$ cat src/rtl/bpg_pkg.sv
`timescale 1ns/1ps
package bpg_pkg;

    localparam int CHAR_W = 8;
    localparam int CTL_W  = 2;

    typedef enum logic [CTL_W-1:0] {
        CTL_DATA    = 2'b00,
        CTL_FILL    = 2'b01,
        CTL_SPECIAL = 2'b10,
        CTL_WSYNC   = 2'b11
    } ctl_e;

    typedef struct packed {
        logic [CHAR_W-1:0] data;
        logic [CTL_W-1:0]  ctl;
        logic              special;
    } txchar_t;

endpackage

$ cat src/rtl/bpg_lfsr_step.sv
`timescale 1ns/1ps
// One Fibonacci shift step: the feedback bit enters at the low end.
module bpg_lfsr_step #(
    parameter int W     = 9,
    parameter int TAP_A = 8,
    parameter int TAP_B = 4
) (
    input  logic [W-1:0] state,
    output logic [W-1:0] state_next
);
    always_comb begin
        state_next = {state[W-2:0], state[TAP_A] ^ state[TAP_B]};
    end
endmodule

$ cat src/rtl/bpg_char_map.sv
`timescale 1ns/1ps
// Maps a generator state onto a data or special character.
module bpg_char_map
    import bpg_pkg::*;
#(
    parameter int W      = 9,
    parameter int MARK_W = 3
) (
    input  logic [W-1:0] state,
    output txchar_t      chr
);
    localparam int CODE_W = W - 1 - MARK_W;

    logic is_spec;

    always_comb begin
        is_spec = state[W-1] & (&state[W-2 -: MARK_W]);
        if (is_spec) begin
            chr.data    = CHAR_W'(state[CODE_W-1:0]);
            chr.ctl     = CTL_SPECIAL;
            chr.special = 1'b1;
        end else begin
            chr.data    = state[CHAR_W-1:0];
            chr.ctl     = CTL_DATA;
            chr.special = 1'b0;
        end
    end
endmodule

$ cat src/rtl/bpg_pass_seq.sv
`timescale 1ns/1ps
// Decodes the character index within a pass.
module bpg_pass_seq #(
    parameter int IDX_W    = 10,
    parameter int SYNC_LEN = 16,
    parameter int LEN_RAW  = 511,
    parameter int LEN_SYNC = 526
) (
    input  logic [IDX_W-1:0] idx,
    input  logic             sync_mode,
    output logic             in_sync,
    output logic             last
);
    localparam logic [IDX_W-1:0] SYNC_END  = IDX_W'(SYNC_LEN);
    localparam logic [IDX_W-1:0] LAST_RAW  = IDX_W'(LEN_RAW - 1);
    localparam logic [IDX_W-1:0] LAST_SYNC = IDX_W'(LEN_SYNC - 1);

    always_comb begin
        in_sync = sync_mode && (idx < SYNC_END);
        last    = sync_mode ? (idx == LAST_SYNC) : (idx == LAST_RAW);
    end
endmodule

$ cat src/rtl/bist_pattern_gen.sv
`timescale 1ns/1ps
module bist_pattern_gen
    import bpg_pkg::*;
#(
    parameter int                 LFSR_W    = 9,
    parameter int                 TAP_A     = 8,
    parameter int                 TAP_B     = 4,
    parameter logic [LFSR_W-1:0]  SEED      = 9'h0AA,
    parameter int                 MARK_W    = 3,
    parameter int                 SYNC_LEN  = 16,
    parameter logic [CHAR_W-1:0]  SYNC_BYTE = 8'hBC
) (
    input  logic              clk,
    input  logic              rst_n,
    input  logic              cfg_wr,
    input  logic              cfg_wdata,
    input  logic              cfg_refclk_rx,
    input  logic [CHAR_W-1:0] usr_data,
    input  logic [CTL_W-1:0]  usr_ctl,
    output logic [CHAR_W-1:0] tx_data,
    output logic [CTL_W-1:0]  tx_ctl,
    output logic              tx_special,
    output logic              tx_pass_start,
    output logic              bist_on
);
    localparam int LEN_RAW  = (1 << LFSR_W) - 1;
    localparam int LEN_SYNC = SYNC_LEN + LEN_RAW - 1;
    localparam int IDX_W    = $clog2(LEN_SYNC + 1);

    typedef struct packed {
        logic              en;
        logic              mode;
        logic [IDX_W-1:0]  idx;
        logic [LFSR_W-1:0] lfsr;
        txchar_t           out;
        logic              sop;
    } state_t;

    state_t q, d;

    logic [LFSR_W-1:0] lfsr_next;
    txchar_t           gen_chr;
    logic              eff_mode;
    logic              in_sync;
    logic              last;

    // The mode input counts only on the first character of a pass.
    always_comb begin
        eff_mode = (q.idx == '0) ? cfg_refclk_rx : q.mode;
    end

    bpg_lfsr_step #(
        .W     (LFSR_W),
        .TAP_A (TAP_A),
        .TAP_B (TAP_B)
    ) u_step (
        .state      (q.lfsr),
        .state_next (lfsr_next)
    );

    bpg_char_map #(
        .W      (LFSR_W),
        .MARK_W (MARK_W)
    ) u_map (
        .state (q.lfsr),
        .chr   (gen_chr)
    );

    bpg_pass_seq #(
        .IDX_W    (IDX_W),
        .SYNC_LEN (SYNC_LEN),
        .LEN_RAW  (LEN_RAW),
        .LEN_SYNC (LEN_SYNC)
    ) u_seq (
        .idx       (q.idx),
        .sync_mode (eff_mode),
        .in_sync   (in_sync),
        .last      (last)
    );

    always_comb begin
        d     = q;
        d.sop = 1'b0;
        if (cfg_wr) begin
            d.en = cfg_wdata;
        end
        if (q.en) begin
            d.mode = eff_mode;
            d.sop  = (q.idx == '0);
            if (in_sync) begin
                d.out.data    = SYNC_BYTE;
                d.out.ctl     = CTL_WSYNC;
                d.out.special = 1'b1;
            end else begin
                d.out  = gen_chr;
                d.lfsr = lfsr_next;
            end
            if (last) begin
                d.idx  = '0;
                d.lfsr = SEED;
            end else begin
                d.idx = q.idx + 1'b1;
            end
        end else begin
            d.mode        = 1'b0;
            d.idx         = '0;
            d.lfsr        = SEED;
            d.out.data    = usr_data;
            d.out.ctl     = usr_ctl;
            d.out.special = (usr_ctl != CTL_DATA);
        end
    end

    always_ff @(posedge clk or negedge rst_n) begin
        if (!rst_n) begin
            q      <= '0;
            q.lfsr <= SEED;
        end else begin
            q <= d;
        end
    end

    assign tx_data       = q.out.data;
    assign tx_ctl        = q.out.ctl;
    assign tx_special    = q.out.special;
    assign tx_pass_start = q.sop;
    assign bist_on       = q.en;

endmodule

$ cat config.mk
export PLATFORM = sky130hd
export DESIGN_NAME = bist_pattern_gen
export DESIGN_NICKNAME = d
export VERILOG_FILES = /design/src/rtl/bpg_pkg.sv /design/src/rtl/bpg_lfsr_step.sv /design/src/rtl/bpg_char_map.sv /design/src/rtl/bpg_pass_seq.sv /design/src/rtl/bist_pattern_gen.sv
export SDC_FILE = /design/constraint.sdc
export NUM_CORES = 1
export LEC_CHECK = 0
export ABC_AREA = 1
export BUFFER_PORTS_ARGS = -buffer_cell sky130_fd_sc_hd__buf_2
export CORE_MARGIN = 4
export CORE_UTILIZATION = 46
export CTS_BUF_LIST = sky130_fd_sc_hd__clkbuf_4 sky130_fd_sc_hd__clkbuf_8 sky130_fd_sc_hd__clkbuf_16
export CTS_CLUSTER_SIZE = 25
export DETAILED_ROUTE_END_ITERATION = 16
export HOLD_SLACK_MARGIN = 0.05
export PLACE_DENSITY = 0.67
export SYNTH_ARGS = -nofsm -noshare
export SYNTH_HDL_FRONTEND = slang
export SYNTH_HIERARCHICAL = 1
export SYNTH_SLANG_ARGS = --single-unit
$ cat constraint.sdc
create_clock -name clk -period 6.2 [get_ports clk]
set_clock_uncertainty 0.1 [all_clocks]
set_input_delay 1.24 -clock clk [delete_from_list [all_inputs] [get_ports clk]]
set_output_delay 1.24 -clock clk [all_outputs]
set_load 0.02 [all_outputs]
---- Yosys cells after proc, flatten, opt, wreduce, memory -nomap -nowiden ----
Cells that the tools add are included.
operators by class
  eq/ne operators ......................... 3
  reductions and logical operators ........ 4
  order comparisons ....................... 1
  muxes and demuxes ....................... 9
  bitwise operators ....................... 2
  add/subtract/negate cells ............... 1
operators by type and width
  kind                   number
  $mux 31                1
  $mux 11                2
  $mux 9                 2
  $add 10x1->10 const B  1
  $eq 10x10->1 const B   1
  $eq 10x9->1 const B    1
  $logic_not 10->1       1
  $lt 10x5->1 const B    1
  $mux 10                1
  $mux 1                 3
  $ne 3x2->1 const B     1
  $reduce_and 3->1       1
  $reduce_bool 2->1      1
  $and 1x1->1            1
  $logic_and 1x1->1      1
  $xor 1x1->1            1
word-level totals
  bits in registers ....................... 33
  logic and storage cells ................. 28
  output and inout bits ................... 13
  bits of input ports ..................... 15

---- Logic depth before layout (Yosys ltp) ----
Gate-level depths: netlist (run 1).
  word-level depth ........................ 6
  depth in mapped cells ................... 16
  mapped depth without buffers ............ 16

---- Hierarchy ----
Netlist (run 1), hierarchy kept.
modules (own cells, without submodules)
  module            sequential area each (sq um)  instances  area each (sq um)  cells an instance
  bist_pattern_gen  830.8                         1          1559.0             173
  bpg_pass_seq      0.0                           1          106.4              26
  bpg_char_map      0.0                           1          100.1              18
  bpg_lfsr_step     0.0                           1          78.8               13

---- Least setup slack after synthesis (run 1) ----
No wires, ideal clock.
  kind .................................... input -> register
  from .................................... in cfg_refclk_rx
  to ...................................... reg q[15] (netlist bit)
  required time ........................... 6021 ps
  buffers on the path ..................... 2
  setup time .............................. 79 ps
  slack ................................... 3795 ps
  arrival time ............................ 2227 ps
  cell stages on the path ................. 10
  path through ............................ inv_1 > nand3_1 > nand2_1 > inv_1 > clkinv_1 > nor3_1 > buf_2 > buf_2 > a21oi_1 > o21ai_0
on the way
  elaborated cells between the ends (all ways) .. 6
  those cells by class .................... 1 x eq/ne; 4 x mux; 1 x reduce/logical
RTL lines
  what                         RTL line                RTL
  from (decl)                  bist_pattern_gen.sv:17  input logic cfg_refclk_rx,
  $mux 1                       bist_pattern_gen.sv:49  eff_mode = (q.idx == '0) ? cfg_refclk_rx : q.mode;
  via eff_mode                 bist_pattern_gen.sv:43  logic eff_mode;
  $logic_and 1x1->1            bpg_pass_seq.sv:19      in_sync = sync_mode && (idx < SYNC_END);
  via in_sync                  bist_pattern_gen.sv:44  logic in_sync;
  $ne 3x2->1 (no source line)  n/a
  to (decl)                    bist_pattern_gen.sv:39  state_t q, d;
The timed path passes the listed nets, and every way through them passes these cells.
A chain may end at the register's enable or synchronous reset.

==> results of run 1 <==
==> how the worst max path moves through the flow <==
stage	cells after the start	from	end
after CTS	11	cfg_refclk_rx	tx_ctl[1]
after global routing	11	cfg_refclk_rx	tx_ctl[1]
after detailed placement	11	cfg_refclk_rx	tx_ctl[1]
after global placement	11	cfg_refclk_rx	tx_special
final	11	cfg_refclk_rx	tx_ctl[1]
after floorplan	10	cfg_refclk_rx	q[15]
==> registers in the layout (all words and copies together), names as in the netlist <==
name           count
bist_on            1
q                 20
tx_ctl             2
tx_data            8
tx_pass_start      1
tx_special         1
==> cell usage after synthesis <==
cell type,n,area (um2)
o21ai_0,14,70.1
ha_1,2,25.0
nor2_1,32,120
nand4_1,1,6.26
conb_1,1,3.75
nor2_4,1,11.3
buf_4,26,195
nor2_2,4,25.0
a22o_1,3,26.3
nor2_8,1,20.0
dfstp_2,4,105
a31oi_1,1,6.26
buf_6,2,22.5
buf_2,2,10.0
inv_4,1,6.26
nand2_1,33,124
dfrtp_1,29,726
a21oi_1,16,80.1
nor3_1,5,25.0
nand3_1,7,35.0
inv_2,3,11.3
nor3_2,1,10.0
o21ai_1,1,5.00
inv_1,34,128
clkinv_1,1,3.75
o22a_1,5,43.8
==> final cells by class <==
class                      instances  area (um2)
fill                             373        1830
sequential                        33         831
multi-input combinational        128         642
inverter                          39         149
timing repair buffer              27         135
clock buffer                       7        90.1
tap                               48        60.1
clock inverter                     1        30.0
==> power by group <==
group / internal, mW / total [mW] / switching, mW / leakage (nW)
Sequential: 0.244 / 0.263 / 0.0181 / 0.408
Clock: 0.135 / 0.209 / 0.0734 / 0.0619
Combinational: 0.0402 / 0.111 / 0.0703 / 0.475
Total: 0.420 / 0.582 / 0.162 / 0.945
==> metal layers <==
| layer | share of wire, % | wire [um] | global-route usage [%] | up-vias |
|---|---|---|---|---|
| li1 | - | - | - | 695 |
| met1 | 48 | 1580 | 20.8 | 618 |
| met2 | 44 | 1480 | 19.7 | 45 |
| met3 | 7.6 | 252 | 5.19 | 2 |
| met4 | 0.39 | 13 | 3.97 | 0 |
| met5 | 0 | 0 | 0 | - |
==> cell families (layout without fill, tap and decap cells) <==
| group | count (synthesis) | in the layout |
|---|---|---|
| buffers and inverters | 69 | 74 |
| flip-flops | 33 | 33 |
| AND/OR/NAND/NOR | 85 | 85 |
| AO/OA/AOI/OAI | 40 | 40 |
| other | 1 | 1 |
| adder cells (fa/ha/maj) | 2 | 2 |
==> critical path, cell delays in order <==
cell and delay, ns:
buf_2 0.07, inv_1 0.03, nand3_1 0.06, nand2_1 0.07, inv_1 0.06, clkinv_1 0.09
nor3_2 0.91, nor2_8 0.08, inv_4 0.13, nor2_1 0.05, a21oi_1 0.13
==> insert_results.sql, run 1 <==
INSERT INTO impl_metrics (metric_group, metric, value, unit) VALUES
('synthesis', 'synthesis.nets', '247', ''),
('power', 'p_total', '0.582', 'mW'),
('route', 'ant_nets', '0', ''),
('power', 'peakVddDrop', '0.000112', 'V'),
('route', 'vias', '1360', ''),
('floorplan', 'placeableCoreArea', '3770', 'um2'),
('floorplan', 'io_pins', '28', ''),
('hold_path', 'whs_endpoint', 'q[15]', ''),
('floorplan', 'floorplan.initialDensity', '48.9', '%'),
('global_routing', 'grt_first_pass_wirelength', '5.71', 'mm'),
('cts', 'cts-buffers-inserted', '5', ''),
('cells_and_area', 'net_count_of_the_finished_layout', '251', ''),
('cells_and_area', 'layout-drive-gt1-share', '21.7', '%'),
('floorplan', 'dieHeight', '71.3', 'um'),
('setup_path', 'timing.reg2reg.setup_slack', '3.52', 'ns'),
('synthesis', 'yosys.area_share.adder', '1.36', '%'),
('run', 'drv.max_cap_violation_count', '0', ''),
('power', 'p_leak', '0.945', 'nW'),
('cells_and_area', 'layout_common_cells', 'inv_1, nand2_1, nor2_1', ''),
('setup_path', 'crit_path_max_fanout', '19', ''),
('setup_path', 'worst_ep_arrival_time', '2.92', 'ns'),
('cts', 'clk-insertion-delay-late', '0.28', 'ns'),
('hold_path', 'holdCritStartpoint', 'q[14]', ''),
('timing', 'hold_viol_final', '0', ''),
('timing', 'worstMarginPinSlew', '1.11', 'ns'),
('route', 'wl_per_cell', '11.8', 'um'),
('synthesis', 'synth_top_family_by_area', 'buffers and inverters', ''),
('route', 'drt_iter0_drc', '94', ''),
('cts', 'cts_setup_buffers', '0', ''),
('placement', 'dpl_worst_slack', '3.10', 'ns'),
('cts', 'clk_slew_on_worst_s_h_paths', '0.07', 'ns'),
('timing', 'rsz0062_at_grt', 'no', ''),
('timing', 'post-route-worst-setup-slack', '3.37', 'ns'),
('cells_and_area', 'layout.core_utilization', '51.4', '%'),
('placement', 'place.gp.congestion', '0.893', ''),
('setup_path', 'worstRegToRegCells', '14', ''),
('synthesis', 'synthSimpleGateAreaFrac', '20.4', '%'),
('synthesis', 'synth_area', '1840', 'um2'),
('timing', 'hold-worst-slack', '0.444', 'ns'),
('hold_path', 'worst_hold_check_path_type', 'reg2reg', ''),
('synthesis', 'number_of_cells_produced_by_synthesis', '230', ''),
('cells_and_area', 'finish.instance_area', '1940', 'um2'),
('cts', 'cts.root.buffer_cell', 'clkbuf_8', ''),
('floorplan', 'die_width', '71.3', 'um'),
('placement', 'dpl.cell_count', '275', ''),
('route', 'average_via_count_per_standard_cell', '4.81', ''),
('timing', 'final-max-slew-violation-count', '0', ''),
('placement', 'place_area', '1820', 'um2'),
('cts', 'cts_resized', '0', ''),
('cts', 'clock-sinks', '33', ''),
('timing', 'timing.final.setup_violations', '0', ''),
('route', 'routed_wirelength', '3.33', 'mm'),
('synthesis', 'synth_cell_type_count', '26', ''),
('cells_and_area', 'antenna_cells', '0', ''),
('timing', 'slew-limit-headroom', '25.9', '%'),
('synthesis', 'yosys_warnings', '6', ''),
('timing', 'achievable-frequency', '0.354', 'GHz'),
('floorplan', 'fp-row-count', '22', ''),
('setup_path', 'critPathCaptureType', 'register', ''),
('global_routing', 'globalRouteTotalUtil', '14.3', '%'),
('timing', 'setup_total_negative_slack', '0', 'ns'),
('outcome', 'result_of_the_run', 'finished, final reports clean', ''),
('setup_path', 'worst_r2r_start', 'q[21]', ''),
('placement', 'dp_hpwl', '2.48', 'mm'),
('cts', 'htree_levels', '2', ''),
('synthesis', 'synthMuxAreaShare', '0', '%'),
('global_routing', 'grt_remaining_overflow', '0', ''),
('setup_path', 'worstPathRequired', '6.29', 'ns'),
('route', 'detailedRoute.firstPassIterationCount', '4', ''),
('cells_and_area', 'area.growth.synth_to_final', '5.02', '%'),
('cells_and_area', 'layoutNonFillerInstCount', '283', '');
Note: power is estimated with default switching activity, not from simulation.
==> run 2, diff against run 1 <==
- ABC_AREA: 1 -> 0
- clock period: 6.2 -> 2.6 ns (I/O delays scaled with it)
==> insert_results.sql, run 2 <==
INSERT INTO impl_metrics (metric_group, metric, value, unit) VALUES
('floorplan', 'fp-row-count', '21', ''),
('floorplan', 'placeableCoreArea', '3470', 'um2'),
('setup_path', 'path_cells', 'nor4_2, and4b_1, mux2_4, nand4b_1, or4_4, o31ai_4, nand2b_4, buf_6, a21oi_1', ''),
('cells_and_area', 'num-fill-cells', '314', ''),
('placement', 'portBuffers', '27', ''),
('timing', 'hold_viol_final', '0', ''),
('floorplan', 'die_width', '69.0', 'um'),
('timing', 'achievable-frequency', '0.393', 'GHz'),
('cts', 'clk_slew_on_worst_s_h_paths', '0.07', 'ns'),
('setup_path', 'timing.reg2reg.setup_slack', '0.06', 'ns'),
('floorplan', 'floorplan.initialDensity', '49.3', '%'),
('setup_path', 'r2r-end', 'q[30]', ''),
('floorplan', 'die_area', '4750', 'um2'),
('cells_and_area', 'max_flop_register', 'q', ''),
('cts', 'clk-insertion-delay-late', '0.28', 'ns'),
('timing', 'slew-limit-headroom', '51.8', '%'),
('synthesis', 'synth_ff_type', 'dfrtp_1', ''),
('setup_path', 'worst-path-buf-inv', '1', ''),
('floorplan', 'io_pins', '28', ''),
('cells_and_area', 'largest_register_ffs', '20', ''),
('synthesis', 'synth_area_leaders', 'dfrtp_1, buf_4, dfstp_2', ''),
('route', 'average_via_count_per_standard_cell', '5.09', ''),
('synthesis', 'yosys.cell_count.top_type', 'dfrtp_1', ''),
('power', 'p_leak', '0.910', 'nW'),
('cts', 'cts-buffers-inserted', '5', ''),
('timing', 'layout_worst_path_cycle_share', '97.8', '%'),
('synthesis', 'synth_area_leader_cell', 'dfrtp_1', ''),
('run', 'drv.max_cap_violation_count', '0', ''),
('global_routing', 'grt_remaining_overflow', '0', ''),
('setup_path', 'critical_path_cell_count', '9', ''),
('setup_path', 'worstSetupPathType', 'reg2reg', ''),
('setup_path', 'critPathCaptureType', 'register', ''),
('power', 'peakVddDrop', '0.000335', 'V'),
('power', 'seqPwrFrac', '43.4', '%'),
('synthesis', 'synth_cell_type_count', '37', ''),
('synthesis', 'synth-edff-count', '0', ''),
('route', 'vias', '1191', ''),
('timing', 'final_period_minus_worst_setup_slack', '2.54', 'ns'),
('power', 'combPwrFrac', '24.5', '%'),
('global_routing', 'grt_first_pass_wirelength', '5.01', 'mm'),
('setup_path', 'worstPathRequired', '2.67', 'ns'),
('timing', 'timing.final.setup_violations', '0', ''),
('synthesis', 'synth.top_cell.area_share', '42.5', '%'),
('placement', 'place.gp.congestion', '0.828', ''),
('cells_and_area', 'area.growth.synth_to_final', '14.8', '%'),
('route', 'detailedRoute.firstPassIterationCount', '4', ''),
('synthesis', 'synth.avg_cell_area', '10.2', 'um2'),
('synthesis', 'number_of_cells_produced_by_synthesis', '168', ''),
('synthesis', 'seq_area_frac_synth', '48.6', '%'),
('cells_and_area', 'antenna_cells', '0', ''),
('route', 'ant_nets', '0', ''),
('cts', 'cts_tree', 'built', ''),
('route', 'drt_iter0_drc', '60', ''),
('setup_path', 'critPathSlowestCell', 'or4_4', ''),
('global_routing', 'antenna_found_initial', '0', ''),
('setup_path', 'crit_path_max_fanout', '8', ''),
('timing', 'final-max-slew-violation-count', '0', ''),
('power', 'total_switching_power', '0.452', 'mW'),
('power', 'share_clk_of_total_power', '32.1', '%'),
('outcome', 'result_of_the_run', 'finished, final reports clean', ''),
('floorplan', 'dieHeight', '69.0', 'um'),
('route', 'number_of_design_rule_violations_left_after_detail_routing', '0', ''),
('setup_path', 'timing.critical_path.from_type', 'register', ''),
('synthesis', 'synth_area', '1710', 'um2'),
('global_routing', 'globalRouteTotalUtil', '14.8', '%'),
('setup_path', 'cp_slowest_stage_delay', '0.44', 'ns'),
('cts', 'cts_hold_buf', '0', ''),
('synthesis', 'synthArstFlopShare', '100', '%'),
('cts', 'htree_levels', '2', ''),
('power', 'p_total', '1.56', 'mW'),
('power', 'p_per_area', '793', 'nW/um2'),
('cells_and_area', 'net_count_of_the_finished_layout', '204', ''),
('setup_path', 'critPathCapture', 'q[30]', ''),
('global_routing', 'first_global_vias', '1094', ''),
('timing', 'setup_total_negative_slack', '0', 'ns'),
('setup_path', 'category_of_cells_accounting_for_the_largest_share_of_critical_path_delay', 'simple AND/OR/NAND/NOR gates', ''),
('timing', 'worstMarginPinSlew', '0.723', 'ns'),
('cts', 'ctsLongestPathBuffers', '2', ''),
('setup_path', 'worst_r2r_start', 'q[25]', ''),
('cells_and_area', 'layout.core_utilization', '56.6', '%'),
('power', 'power_switching_share', '29.0', '%'),
('power', 'internal-power', '1.10', 'mW'),
('setup_path', 'critPathLaunch', 'q[25]', ''),
('placement', 'dp_hpwl', '2.24', 'mm'),
('global_routing', 'grt_max_degree', '34', ''),
('cells_and_area', 'layout_common_cells', 'dfrtp_1, buf_2, buf_4', ''),
('cts', 'clock-sinks', '33', ''),
('cells_and_area', 'layout-drive-gt1-share', '33.5', '%'),
('cts', 'cts.root.buffer_cell', 'clkbuf_8', ''),
('setup_path', 'worst_ep_arrival_time', '2.61', 'ns'),
('synthesis', 'yosys_warnings', '6', ''),
('cells_and_area', 'mostFrequentLayoutCell', 'dfrtp_1', ''),
('route', 'routed_wirelength', '3.23', 'mm'),
('synthesis', 'synthesis.nets', '185', ''),
('hold_path', 'worst_hold_check_path_type', 'in2async', ''),
('synthesis', 'synth_seq_cells', '33', ''),
('route', 'wl_per_cell', '13.8', 'um'),
('setup_path', 'worstRegToRegCells', '9', ''),
('synthesis', 'top_post_synthesis_cells_by_count', 'dfrtp_1, buf_4, nand2_1', '');
## run 2: logic make-up after synthesis
family,count (synthesis),share of synthesized area (%)
flip-flops,33,48.6
adder cells (fa/ha/maj),2,1.46
buffers and inverters,39,14.3
multiplexers,12,7.17
AND/OR/NAND/NOR,52,16.3
AO/OA/AOI/OAI,25,9.88
other,1,0.219
XOR/XNOR,4,2.05
## run 2: area by class of cell
| type | instances | area (um2) | share of cell area [%] |
|---|---|---|---|
| Timing Repair Buffer | 42 | 251 | 12.8 |
| Multi-Input combinational cell | 96 | 668 | 34.1 |
| Clock buffer | 7 | 90.1 | 4.59 |
| Inverter | 9 | 33.8 | 1.72 |
| Sequential cell | 33 | 831 | 42.3 |
| Clock inverter | 1 | 30.0 | 1.53 |
| Tap cell | 46 | 57.6 | 2.93 |
## run 2: timing repair
action,in CTS,in global routing
endpoints found under the hold margin,0,0
cloned,0,0
setup endpoints to repair,13,13
setup buffers,1,0
gates resized for setup,4,3
pin swaps,3,2
## run 2: routing by layer
metal / part of all wire [%] / routed length (um) / GRT usage (%)
met2: 46 / 1500 / 23.5
met5: 0 / 0 / 0
met1: 44 / 1430 / 18.4
met4: 1.5 / 47 / 5.11
met3: 8.0 / 258 / 5.83
## run 2: worst min path at each step
stage,start,endpoint,cells past startpoint
global placement,q[14],tx_data[2],1
global route,rst_n,q[24],1
CTS,rst_n,q[29],1
finish,rst_n,q[24],1
detailed placement,q[12],tx_data[0],2
floorplan,rst_n,bist_on,0
## run 2: power groups by stage
stage          Clock [mW]  Sequential, mW  Combinational (mW)
2_1_floorplan           0           0.681               0.354
3_3_place_gp            0           0.681               0.356
3_5_place_dp            0           0.684               0.362
4_1_cts             0.511           0.675               0.376
5_1_grt             0.535           0.690               0.418
6_report            0.500           0.676               0.381
## run 2: through the flow
stage / worst slack (ns) / hold slack (ns) / instances / area (um2)
global placement: 0.109 / 0.414 / 225 / 1800
floorplan: 0.00498 / 0.124 / 168 / 1710
detailed placement: -0.0658 / 0.428 / 225 / 1800
CTS: 0.0207 / 0.198 / 234 / 1950
global route: -0.0278 / 0.244 / 234 / 1960
finish: 0.0574 / 0.189 / 234 / 1960
## run 2: worst register-to-register path, cell delays in order (launching register included)
cell	delay, ns
dfrtp_1	0.39
nor4_2	0.27
and4b_1	0.29
mux2_4	0.32
nand4b_1	0.17
or4_4	0.44
o31ai_4	0.08
nand2b_4	0.17
buf_6	0.14
a21oi_1	0.05
==> run 3, diff against run 2 <==
- BUFFER_PORTS_ARGS: -buffer_cell sky130_fd_sc_hd__buf_2 -> -buffer_cell sky130_fd_sc_hd__buf_4
==> insert_results.sql, run 3 (synthesized netlist as in run 2, its figures left out) <==
INSERT INTO impl_metrics (metric_group, metric, value, unit) VALUES
('global_routing', 'grt_remaining_overflow', '0', ''),
('floorplan', 'placeableCoreArea', '3470', 'um2'),
('cells_and_area', 'finish.instance_area', '2040', 'um2'),
('floorplan', 'io_pins', '28', ''),
('timing', 'final-max-slew-violation-count', '0', ''),
('power', 'peakVddDrop', '0.000281', 'V'),
('route', 'met2WireLength', '1.55', 'mm'),
('timing', 'worstMarginPinSlew', '0.678', 'ns'),
('placement', 'place_area', '1860', 'um2'),
('setup_path', 'cp_slowest_stage_delay', '0.44', 'ns'),
('run', 'drv.max_cap_violation_count', '0', ''),
('floorplan', 'die_area', '4750', 'um2'),
('floorplan', 'fp-row-count', '21', ''),
('cells_and_area', 'largest_register_ffs', '20', ''),
('timing', 'hold_viol_final', '0', ''),
('route', 'ant_nets', '0', ''),
('placement', 'place.gp.congestion', '0.865', ''),
('setup_path', 'worstSetupPathType', 'reg2reg', ''),
('setup_path', 'crit_path_max_fanout', '5', ''),
('timing', 'final_period_minus_worst_setup_slack', '2.52', 'ns'),
('setup_path', 'critPathCaptureType', 'register', ''),
('cells_and_area', 'layout_common_cells', 'buf_4, dfrtp_1, nand2_1', ''),
('timing', 'achievable-frequency', '0.397', 'GHz'),
('placement', 'portBuffers', '27', ''),
('setup_path', 'worstPathRequired', '2.67', 'ns'),
('floorplan', 'dieHeight', '69.0', 'um'),
('timing', 'slew-limit-headroom', '54.8', '%'),
('route', 'top_signal_layer_used', 'met4', ''),
('setup_path', 'critPathSlowestCell', 'or4_4', ''),
('cts', 'htree_levels', '2', ''),
('placement', 'dpl_worst_slack', '-0.0130', 'ns'),
('route', 'routed_wirelength', '3.22', 'mm'),
('cells_and_area', 'mostFrequentLayoutCell', 'buf_4', ''),
('cells_and_area', 'layout-drive-gt1-share', '33.9', '%'),
('timing', 'rsz0062_at_grt', 'yes', ''),
('timing', 'hold-worst-slack', '0.0685', 'ns'),
('cells_and_area', 'num-fill-cells', '316', ''),
('floorplan', 'die_width', '69.0', 'um'),
('timing', 'setup_total_negative_slack', '0', 'ns'),
('placement', 'dpl.cell_count', '225', ''),
('cells_and_area', 'net_count_of_the_finished_layout', '205', ''),
('cells_and_area', 'layout.core_utilization', '58.7', '%'),
('route', 'drt_iter0_drc', '29', ''),
('global_routing', 'grt_max_degree', '34', ''),
('route', 'detailedRoute.firstPassIterationCount', '4', ''),
('floorplan', 'floorplan.initialDensity', '49.3', '%'),
('route', 'vias', '1242', ''),
('timing', 'layout_worst_path_cycle_share', '96.8', '%'),
('timing', 'timing.final.setup_violations', '0', ''),
('power', 'p_per_area', '784', 'nW/um2'),
('setup_path', 'worst_ep_arrival_time', '2.59', 'ns'),
('route', 'wl_met3', '226', 'um'),
('timing', 'post-route-worst-setup-slack', '0.0827', 'ns'),
('route', 'wl_met1', '1.40', 'mm'),
('setup_path', 'worst-path-buf-inv', '1', ''),
('outcome', 'result_of_the_run', 'finished, final reports clean', ''),
('setup_path', 'timing.critical_path.from_type', 'register', ''),
('setup_path', 'path_cells', 'nor4_2, and4b_1, mux2_4, nand4b_1, or4_4, o31ai_4, nand2b_4, buf_4, nor2_1', ''),
('cells_and_area', 'layoutNonFillerInstCount', '235', ''),
('cts', 'clk_slew_on_worst_s_h_paths', '0.07', 'ns'),
('route', 'wl_per_cell', '13.7', 'um'),
('cells_and_area', 'antenna_cells', '0', ''),
('cts', 'ctsLongestPathBuffers', '2', ''),
('cts', 'clock-sinks', '33', ''),
('setup_path', 'category_of_cells_accounting_for_the_largest_share_of_critical_path_delay', 'simple AND/OR/NAND/NOR gates', ''),
('placement', 'dp_hpwl', '2.27', 'mm'),
('cts', 'cts.root.buffer_cell', 'clkbuf_8', ''),
('cts', 'cts_tree', 'built', ''),
('power', 'p_leak', '0.938', 'nW'),
('hold_path', 'worst_hold_check_path_type', 'in2async', ''),
('global_routing', 'first_global_vias', '1154', ''),
('cts', 'cts-buffers-inserted', '5', ''),
('global_routing', 'grt_first_pass_wirelength', '5.22', 'mm'),
('route', 'average_via_count_per_standard_cell', '5.29', ''),
('cts', 'cts_hold_buf', '0', ''),
('global_routing', 'antenna_found_initial', '0', ''),
('global_routing', 'globalRouteTotalUtil', '14.9', '%'),
('cells_and_area', 'max_flop_register', 'q', ''),
('power', 'p_total', '1.60', 'mW'),
('route', 'number_of_design_rule_violations_left_after_detail_routing', '0', ''),
('cells_and_area', 'area.growth.synth_to_final', '19.2', '%'),
('cts', 'clk-insertion-delay-late', '0.28', 'ns');
## run 3: cell types whose count changed in the layout (fill, tap and decap cells not counted), sizes merged
cell,previous run,this run
buf,42,43
## run 3: final timing paths
kind / depth (start not counted) / end / slack, ns / from
worst max-delay path: 9 / q[14] / 0.08 / q[25]
worst min-delay path: 1 / q[31] / 0.07 / rst_n
worst max register to register: 9 / q[14] / 0.08 / q[25]
worst min register to register: 1 / tx_data[2] / 0.43 / q[14]
max in group asynchronous: 1 / q[17] / 2.00 / rst_n
min in group clk: 2 / tx_data[4] / 0.36 / usr_data[4]
## run 3: layer usage
layer  vias up  track usage (%)
li1        593                -
met1       606             18.3
met2        37             24.4
met5         -                0
met4         0             5.11
met3         6             5.02
## run 3: layout make-up
type	instances	area [um2]	share of cell area (%)
clock buffers	7	90.1	4.42
clock inverters	1	30.0	1.47
inverters	9	33.8	1.66
multi-input cells	96	668	32.8
flip-flops and latches	33	831	40.8
well taps	46	57.6	2.83
repair buffers	43	327	16.0
## run 3: power by group
group / internal, mW / switching, mW
clock: 0.323 / 0.179
combinational: 0.204 / 0.212
sequential: 0.610 / 0.0685
## run 3: worst reg2reg max path, cell delays in order, from the launching register on
cell and delay, ns:
dfrtp_1 0.40, nor4_2 0.25, and4b_1 0.27, mux2_4 0.33, nand4b_1 0.17, or4_4 0.44, o31ai_4 0.08, nand2b_4 0.17
buf_4 0.15, nor2_1 0.05
## run 3: what timing repair did
| action | CTS | global route |
|---|---|---|
| pin swaps | 2 | 3 |
| buffers inserted | 1 | 1 |
| endpoints found under the hold margin | 0 | 0 |
| setup endpoints to repair | 8 | 19 |
| gates resized for setup | 3 | 4 |
